==> src/rtl/sleep_wake_pkg.sv <==
package sleep_wake_pkg;
  typedef enum logic {
    ST_RUN   = 1'b0,
    ST_SLEEP = 1'b1
  } pwr_state_e;

  localparam int STAT_W = 8;
  localparam int PD_BIT = 3;
  localparam int TO_BIT = 4;
endpackage

==> src/rtl/wake_src.sv <==
module wake_src #(
  parameter int NUM_IRQ = 4
) (
  input  logic [NUM_IRQ-1:0] irq_flag_i,
  input  logic [NUM_IRQ-1:0] irq_en_i,
  input  logic               wdt_to_i,
  input  logic               wdt_en_i,
  output logic               irq_pend_o,
  output logic               wdt_wake_o
);
  logic [NUM_IRQ-1:0] live;

  for (genvar g = 0; g < NUM_IRQ; g++) begin : g_src
    assign live[g] = irq_flag_i[g] & irq_en_i[g];
  end

  assign irq_pend_o = |live;
  assign wdt_wake_o = wdt_to_i & wdt_en_i;
endmodule

==> src/rtl/status_flags.sv <==
module status_flags
  import sleep_wake_pkg::*;
(
  input  logic              clk_i,
  input  logic              rst_ni,
  input  logic              sleep_exec_i,
  input  logic              wdt_cause_i,
  output logic [STAT_W-1:0] status_o
);
  logic pd_n_q, to_n_q;

  always_ff @(posedge clk_i or negedge rst_ni) begin
    if (!rst_ni) begin
      pd_n_q <= 1'b1;
      to_n_q <= 1'b1;
    end else if (sleep_exec_i) begin
      pd_n_q <= 1'b0;
      to_n_q <= 1'b1;
    end else if (wdt_cause_i) begin
      to_n_q <= 1'b0;
    end
  end

  always_comb begin
    status_o         = '0;
    status_o[PD_BIT] = pd_n_q;
    status_o[TO_BIT] = to_n_q;
  end

  p_sleep_flags_r2: assert property (@(posedge clk_i) disable iff (!rst_ni)
    sleep_exec_i |=> (!status_o[PD_BIT] && status_o[TO_BIT]));

  p_wdt_flag_r7: assert property (@(posedge clk_i) disable iff (!rst_ni)
    wdt_cause_i |=> !status_o[TO_BIT]);

  p_flags_hold_r3: assert property (@(posedge clk_i) disable iff (!rst_ni)
    (!sleep_exec_i && !wdt_cause_i) |=> $stable(status_o));
endmodule

==> src/rtl/sleep_fsm.sv <==
module sleep_fsm
  import sleep_wake_pkg::*;
(
  input  logic clk_i,
  input  logic rst_ni,
  input  logic ext_rst_i,
  input  logic sleep_i,
  input  logic wdt_clr_cmd_i,
  input  logic irq_pend_i,
  input  logic wdt_wake_i,
  input  logic gie_i,
  output logic sleep_exec_o,
  output logic wdt_cause_o,
  output logic osc_en_o,
  output logic wdt_clr_o,
  output logic wake_o,
  output logic vector_o,
  output logic core_rst_o
);
  pwr_state_e state_q, state_d;
  logic wake_now, irq_wake;
  logic osc_q, wclr_q, wake_q, vec_q, crst_q;

  // sleep decision and pending check share one cycle
  assign sleep_exec_o = (state_q == ST_RUN) && sleep_i && !irq_pend_i && !ext_rst_i;
  assign wake_now     = (state_q == ST_SLEEP) && (irq_pend_i || wdt_wake_i) && !ext_rst_i;
  assign irq_wake     = wake_now && irq_pend_i;
  assign wdt_cause_o  = wake_now && !irq_pend_i && wdt_wake_i;

  always_comb begin
    state_d = state_q;
    if (ext_rst_i)         state_d = ST_RUN;
    else if (sleep_exec_o) state_d = ST_SLEEP;
    else if (wake_now)     state_d = ST_RUN;
  end

  always_ff @(posedge clk_i or negedge rst_ni) begin
    if (!rst_ni) begin
      state_q <= ST_RUN;
      osc_q   <= 1'b1;
      wclr_q  <= 1'b0;
      wake_q  <= 1'b0;
      vec_q   <= 1'b0;
      crst_q  <= 1'b0;
    end else begin
      state_q <= state_d;
      osc_q   <= (state_d == ST_RUN);
      wclr_q  <= wdt_clr_cmd_i | sleep_exec_o;
      wake_q  <= wake_now;
      vec_q   <= irq_wake & gie_i;
      crst_q  <= ext_rst_i;
    end
  end

  assign osc_en_o   = osc_q;
  assign wdt_clr_o  = wclr_q;
  assign wake_o     = wake_q;
  assign vector_o   = vec_q;
  assign core_rst_o = crst_q;

  p_wake_osc_r5: assert property (@(posedge clk_i) disable iff (!rst_ni)
    wake_o |-> osc_en_o);

  p_wake_pulse_r5: assert property (@(posedge clk_i) disable iff (!rst_ni)
    (wake_o && !irq_pend_i && !wdt_wake_i) |=> !wake_o);

  p_vec_wake_r6: assert property (@(posedge clk_i) disable iff (!rst_ni)
    vector_o |-> wake_o);

  p_entry_r2: assert property (@(posedge clk_i) disable iff (!rst_ni)
    ((state_q == ST_RUN) && sleep_i && !irq_pend_i && !ext_rst_i)
      |=> (!osc_en_o && wdt_clr_o));

  p_noop_r3: assert property (@(posedge clk_i) disable iff (!rst_ni)
    ((state_q == ST_RUN) && sleep_i && irq_pend_i && !ext_rst_i && !wdt_clr_cmd_i)
      |=> (osc_en_o && !wdt_clr_o));

  p_ext_rst_r8: assert property (@(posedge clk_i) disable iff (!rst_ni)
    ext_rst_i |=> (core_rst_o && osc_en_o && !wake_o));

  p_clr_cmd_r9: assert property (@(posedge clk_i) disable iff (!rst_ni)
    wdt_clr_cmd_i |=> wdt_clr_o);

  p_sleep_ignored_r10: assert property (@(posedge clk_i) disable iff (!rst_ni)
    ((state_q == ST_SLEEP) && !irq_pend_i && !wdt_wake_i && !ext_rst_i && !wdt_clr_cmd_i)
      |=> (!osc_en_o && !wdt_clr_o));
endmodule

==> src/rtl/sleep_wake_ctrl.sv <==
module sleep_wake_ctrl
  import sleep_wake_pkg::*;
#(
  parameter int          NUM_IRQ  = 4,
  parameter int          VEC_W    = 13,
  parameter logic [12:0] VEC_ADDR = 13'h0004
) (
  input  logic               clk_i,
  input  logic               rst_ni,
  input  logic               ext_rst_i,
  input  logic               sleep_i,
  input  logic               wdt_clr_cmd_i,
  input  logic               wdt_to_i,
  input  logic               wdt_en_i,
  input  logic               gie_i,
  input  logic [NUM_IRQ-1:0] irq_flag_i,
  input  logic [NUM_IRQ-1:0] irq_en_i,
  output logic               osc_en_o,
  output logic               wdt_clr_o,
  output logic [STAT_W-1:0]  status_o,
  output logic               wake_o,
  output logic               vector_o,
  output logic               core_rst_o,
  output logic [VEC_W-1:0]   vec_addr_o
);
  logic irq_pend, wdt_wake, sleep_exec, wdt_cause;

  wake_src #(.NUM_IRQ(NUM_IRQ)) u_src (
    .irq_flag_i (irq_flag_i),
    .irq_en_i   (irq_en_i),
    .wdt_to_i   (wdt_to_i),
    .wdt_en_i   (wdt_en_i),
    .irq_pend_o (irq_pend),
    .wdt_wake_o (wdt_wake)
  );

  sleep_fsm u_fsm (
    .clk_i         (clk_i),
    .rst_ni        (rst_ni),
    .ext_rst_i     (ext_rst_i),
    .sleep_i       (sleep_i),
    .wdt_clr_cmd_i (wdt_clr_cmd_i),
    .irq_pend_i    (irq_pend),
    .wdt_wake_i    (wdt_wake),
    .gie_i         (gie_i),
    .sleep_exec_o  (sleep_exec),
    .wdt_cause_o   (wdt_cause),
    .osc_en_o      (osc_en_o),
    .wdt_clr_o     (wdt_clr_o),
    .wake_o        (wake_o),
    .vector_o      (vector_o),
    .core_rst_o    (core_rst_o)
  );

  status_flags u_flags (
    .clk_i        (clk_i),
    .rst_ni       (rst_ni),
    .sleep_exec_i (sleep_exec),
    .wdt_cause_i  (wdt_cause),
    .status_o     (status_o)
  );

  assign vec_addr_o = VEC_W'(VEC_ADDR);
endmodule

==> config.mk <==
export PLATFORM = sky130hd
export DESIGN_NAME = sleep_wake_ctrl
export DESIGN_NICKNAME = d
export VERILOG_FILES = /design/src/rtl/sleep_wake_pkg.sv /design/src/rtl/wake_src.sv /design/src/rtl/status_flags.sv /design/src/rtl/sleep_fsm.sv /design/src/rtl/sleep_wake_ctrl.sv
export SDC_FILE = /design/constraint.sdc
export NUM_CORES = 1
export LEC_CHECK = 0
export ABC_AREA = 0
export ABC_CLOCK_PERIOD_IN_PS = 1200
export CAP_MARGIN = 0
export CORE_MARGIN = 2
export CORE_UTILIZATION = 33
export CTS_BUF_LIST = sky130_fd_sc_hd__clkbuf_4
export DETAILED_ROUTE_END_ITERATION = 12
export PLACE_DENSITY = 0.82
export SETUP_SLACK_MARGIN = 0.2
export SLEW_MARGIN = 25
export SYNTH_ARGS = -nofsm -noshare
export SYNTH_HDL_FRONTEND = slang
export SYNTH_SLANG_ARGS = --single-unit
==> constraint.sdc <==
create_clock -name clk_i -period 1.2 [get_ports clk_i]
set_input_delay 0.18 -clock clk_i [delete_from_list [all_inputs] [get_ports clk_i]]
set_output_delay 0.18 -clock clk_i [all_outputs]
set_load 0.05 [all_outputs]
==> impl_results.md <==
- Wire length after detailed routing: slightly below 900 um
- Share of flip-flops with an asynchronous set or reset: 1.00
- RSZ-0062 raised after global routing: true
- Ordered cell list for the critical path: buf_12
- Critical R2R Launch: u_fsm.state_q
- Post-CTS Hold Buffers: 0
- PwrDens: 1080 mW/mm^2
- Worst EP required: about 1000 ps
- Outcome: finished, final reports clean
- Die area: roughly 0.0019 sq mm
- Starting DRT DRC Count: 0
- CP bufs+invs: 1
- Type of element capturing the critical path: primary output
- Worst Path Arrival: between 900 and 1000 ps
- Highest cell delay on the worst timing path: roughly 550 ps
- Share of final-layout standard cells stronger than drive strength 1: 0.274
- Worst setup path startpoint: u_flags.to_n_q
- TritonCTS clock tree: built
- Clock-pin slew on the worst setup and hold paths: 60 ps
- Syn-to-layout area delta: 50.9%
- Number of cells traversed by the worst register-to-register path: 3
- Nets@finish: 90
- # H-tree levels: 1
- Post-detail-place hpwl: around 790 um
- Number of buffers added by the clock tree synthesis step: 3
- Number of global-route vias before repair: ~330
- Count of flip-flops with a built-in enable after synthesis: 0
- Synthesized area: just over 500 sq um
- Worst Setup Slack post-DPL: -192 ps
- CP max-delay cell: sky130_fd_sc_hd__dfstp_2
- Yosys warnings: 0
- Number of core rows: 14
- Core Box Area: 0.00147 sq mm
- DP Area: around 730 sq um
- Final max-slew violation count: 0
- Clock Tree Buf Depth: 2
- Average instance area after synthesis: 10.6 sq um
- Vert. Die Dim: between 40 and 50 um
- Worst min-delay path category: in2async
- Number of endpoints failing setup at the final stage: 0
- Flip-flop and latch count after synthesis: 8
- Number of maximum-capacitance constraint violations: 0
- Capturing element of the worst setup path: status_o[4]
- Total clock sinks: 8
- Number of nets with antenna violations after routing: 0
- Count of TritonRoute iterations in the first routing pass: 1
- Maximum vdd ir drop: between 0.4 and 0.5 mV
- Seq/Total Area, Yosys: 0.400
- Number of antenna violations at the first check in global routing: 0
- Gate Count Post-Synth: between 40 and 50
- Final Instance Area: around 770 sq um
- Average wire per cell in the routed design: approximately 10 um
- Destination of the worst register-to-register timing path: u_fsm.osc_en_o
- First-pass GRT wire length: ~1.4 mm
- Achievable Freq: between 800 and 900 MHz
- Detail-routed via count per cell: about 4.0
- Initial cell density of the core: 0.346
- Routability-driven placement congestion ratio: around 0.75
- Register-to-register setup slack: 230 ps
- Highest fanout seen on the critical path: 2
- DIE WIDTH: about 43 um
- Final number of hold-violating endpoints: 0
- Later-pin clock latency in the skew report: ~250 ps
- Via count of the routed design: about 360
- Most common cell after layout, fill and taps aside: sky130_fd_sc_hd__conb_1
- Port buffer count: 22
- Startpoint class of the critical path: flop
- Drc violations: 0
- Final worst-path cycle share: 0.930
- Final period demand of the worst path: between 1000 and 1500 ps
- Main synth FF type: sky130_fd_sc_hd__dfrtp_1
- Root Driver: sky130_fd_sc_hd__clkbuf_4
- Distinct cells, synth: 19
- Most frequent cells in the layout: 19 x sky130_fd_sc_hd__conb_1, 8 x sky130_fd_sc_hd__dlygate4sd2_1, 7 x sky130_fd_sc_hd__clkdlybuf4s50_1, 7 x sky130_fd_sc_hd__buf_12, 5 x sky130_fd_sc_hd__dfrtp_1
- Count of cell instances traversed by the critical path: 1
- Worst path top cell family by delay: flip-flops
- Critical path class: reg2out
- Largest net degree at the start of global routing: 9
- Aggregate global-route resource usage: 0.110
- Count of pins on the block boundary: 42
- Slack of the critical path: 84.2 ps
- Maximum clock skew at final layout: roughly 7 ps
- Inserted Diodes: 0
- Total congestion overflow: 0
- Leakage power: slightly below 0.4 nW
-- cells in the mapped netlist (2+ instances only) --
master / instances / area (sq um)
sky130_fd_sc_hd__a22oi_4: 2 / 42.5
sky130_fd_sc_hd__buf_4: 21 / 158
sky130_fd_sc_hd__nand2b_1: 2 / 12.5
sky130_fd_sc_hd__dfrtp_1: 5 / 125
sky130_fd_sc_hd__dfstp_2: 3 / 78.8
sky130_fd_sc_hd__conb_1: 2 / 7.51
-- stage by stage --
| stage | total power, mW | util | hold WS [ps] | setup TNS (ps) | instances |
|---|---|---|---|---|---|
| after global placement | 0.597 | 0.498 | 459 | -408 | 83 |
| after detailed placement | 0.600 | 0.498 | 475 | -475 | 83 |
| final | 0.831 | 0.522 | 195 | 0 | 89 |
| after CTS | 0.842 | 0.517 | 196 | 0 | 88 |
| after floorplan | 0.537 | - | -116 | 0 | 65 |
| after global routing | 0.875 | 0.522 | 213 | 0 | 89 |
-- per-layer routing --
metal / part of all wire / track usage
met1: 0.36 / 0.116
met2: 0.51 / 0.179
met4: 0.013 / 0.0727
met5: 0 / 0
met3: 0.12 / 0.0426
-- power by group --
part / total (mW) / internal [mW] / switching, mW
sequential: 0.295 / 0.285 / 0.0103
combinational: 0.297 / 0.0932 / 0.204
clock: 0.239 / 0.150 / 0.0890
-- worst min-delay path by stage --
stage | to | slack (ps) | depth (start not counted)
2_1_floorplan | u_fsm.core_rst_o | -120 | 0
3_3_place_gp | u_fsm.wdt_clr_o | 460 | 1
3_5_place_dp | u_fsm.wake_o | 480 | 1
4_1_cts | u_fsm.state_q | 200 | 1
5_1_grt | u_fsm.state_q | 210 | 1
6_report | u_fsm.state_q | 200 | 1
-- final cells by class --
type	instances	area, sq um
Clock buffer	4	30.0
Timing Repair Buffer	25	303
Fill cell	145	703
Multi-Input combinational cell	36	211
Sequential cell	8	204
Tap cell	16	20.0
-- repair_timing --
action | 4_1_cts | 5_1_grt
buffers inserted | 1 | 1
gates cloned | 0 | 0
endpoints found under the hold margin | 0 | 0
pin swaps | 2 | 5
endpoints found under the setup margin | 8 | 10
gates resized for setup | 9 | 0
-- flip-flops by register name (all words and copies together), names as in the netlist --
name / cells
u_flags.to_n_q: 1
u_fsm.vector_o: 1
u_fsm.wake_o: 1
u_flags.pd_n_q: 1
u_fsm.wdt_clr_o: 1
u_fsm.osc_en_o: 1
u_fsm.state_q: 1
u_fsm.core_rst_o: 1
-- kinds of logic (layout without fill, tap and decap cells) --
kind of cell / after synthesis / count (layout) / synth area share
AO/OA/AOI/OAI: 5 / 5 / 0.125
buffers and inverters: 21 / 29 / 0.310
flip-flops: 8 / 8 / 0.401
other: 2 / 19 / 0.0147
AND/OR/NAND/NOR: 12 / 12 / 0.150
Note: power is estimated with default switching activity, not from simulation.
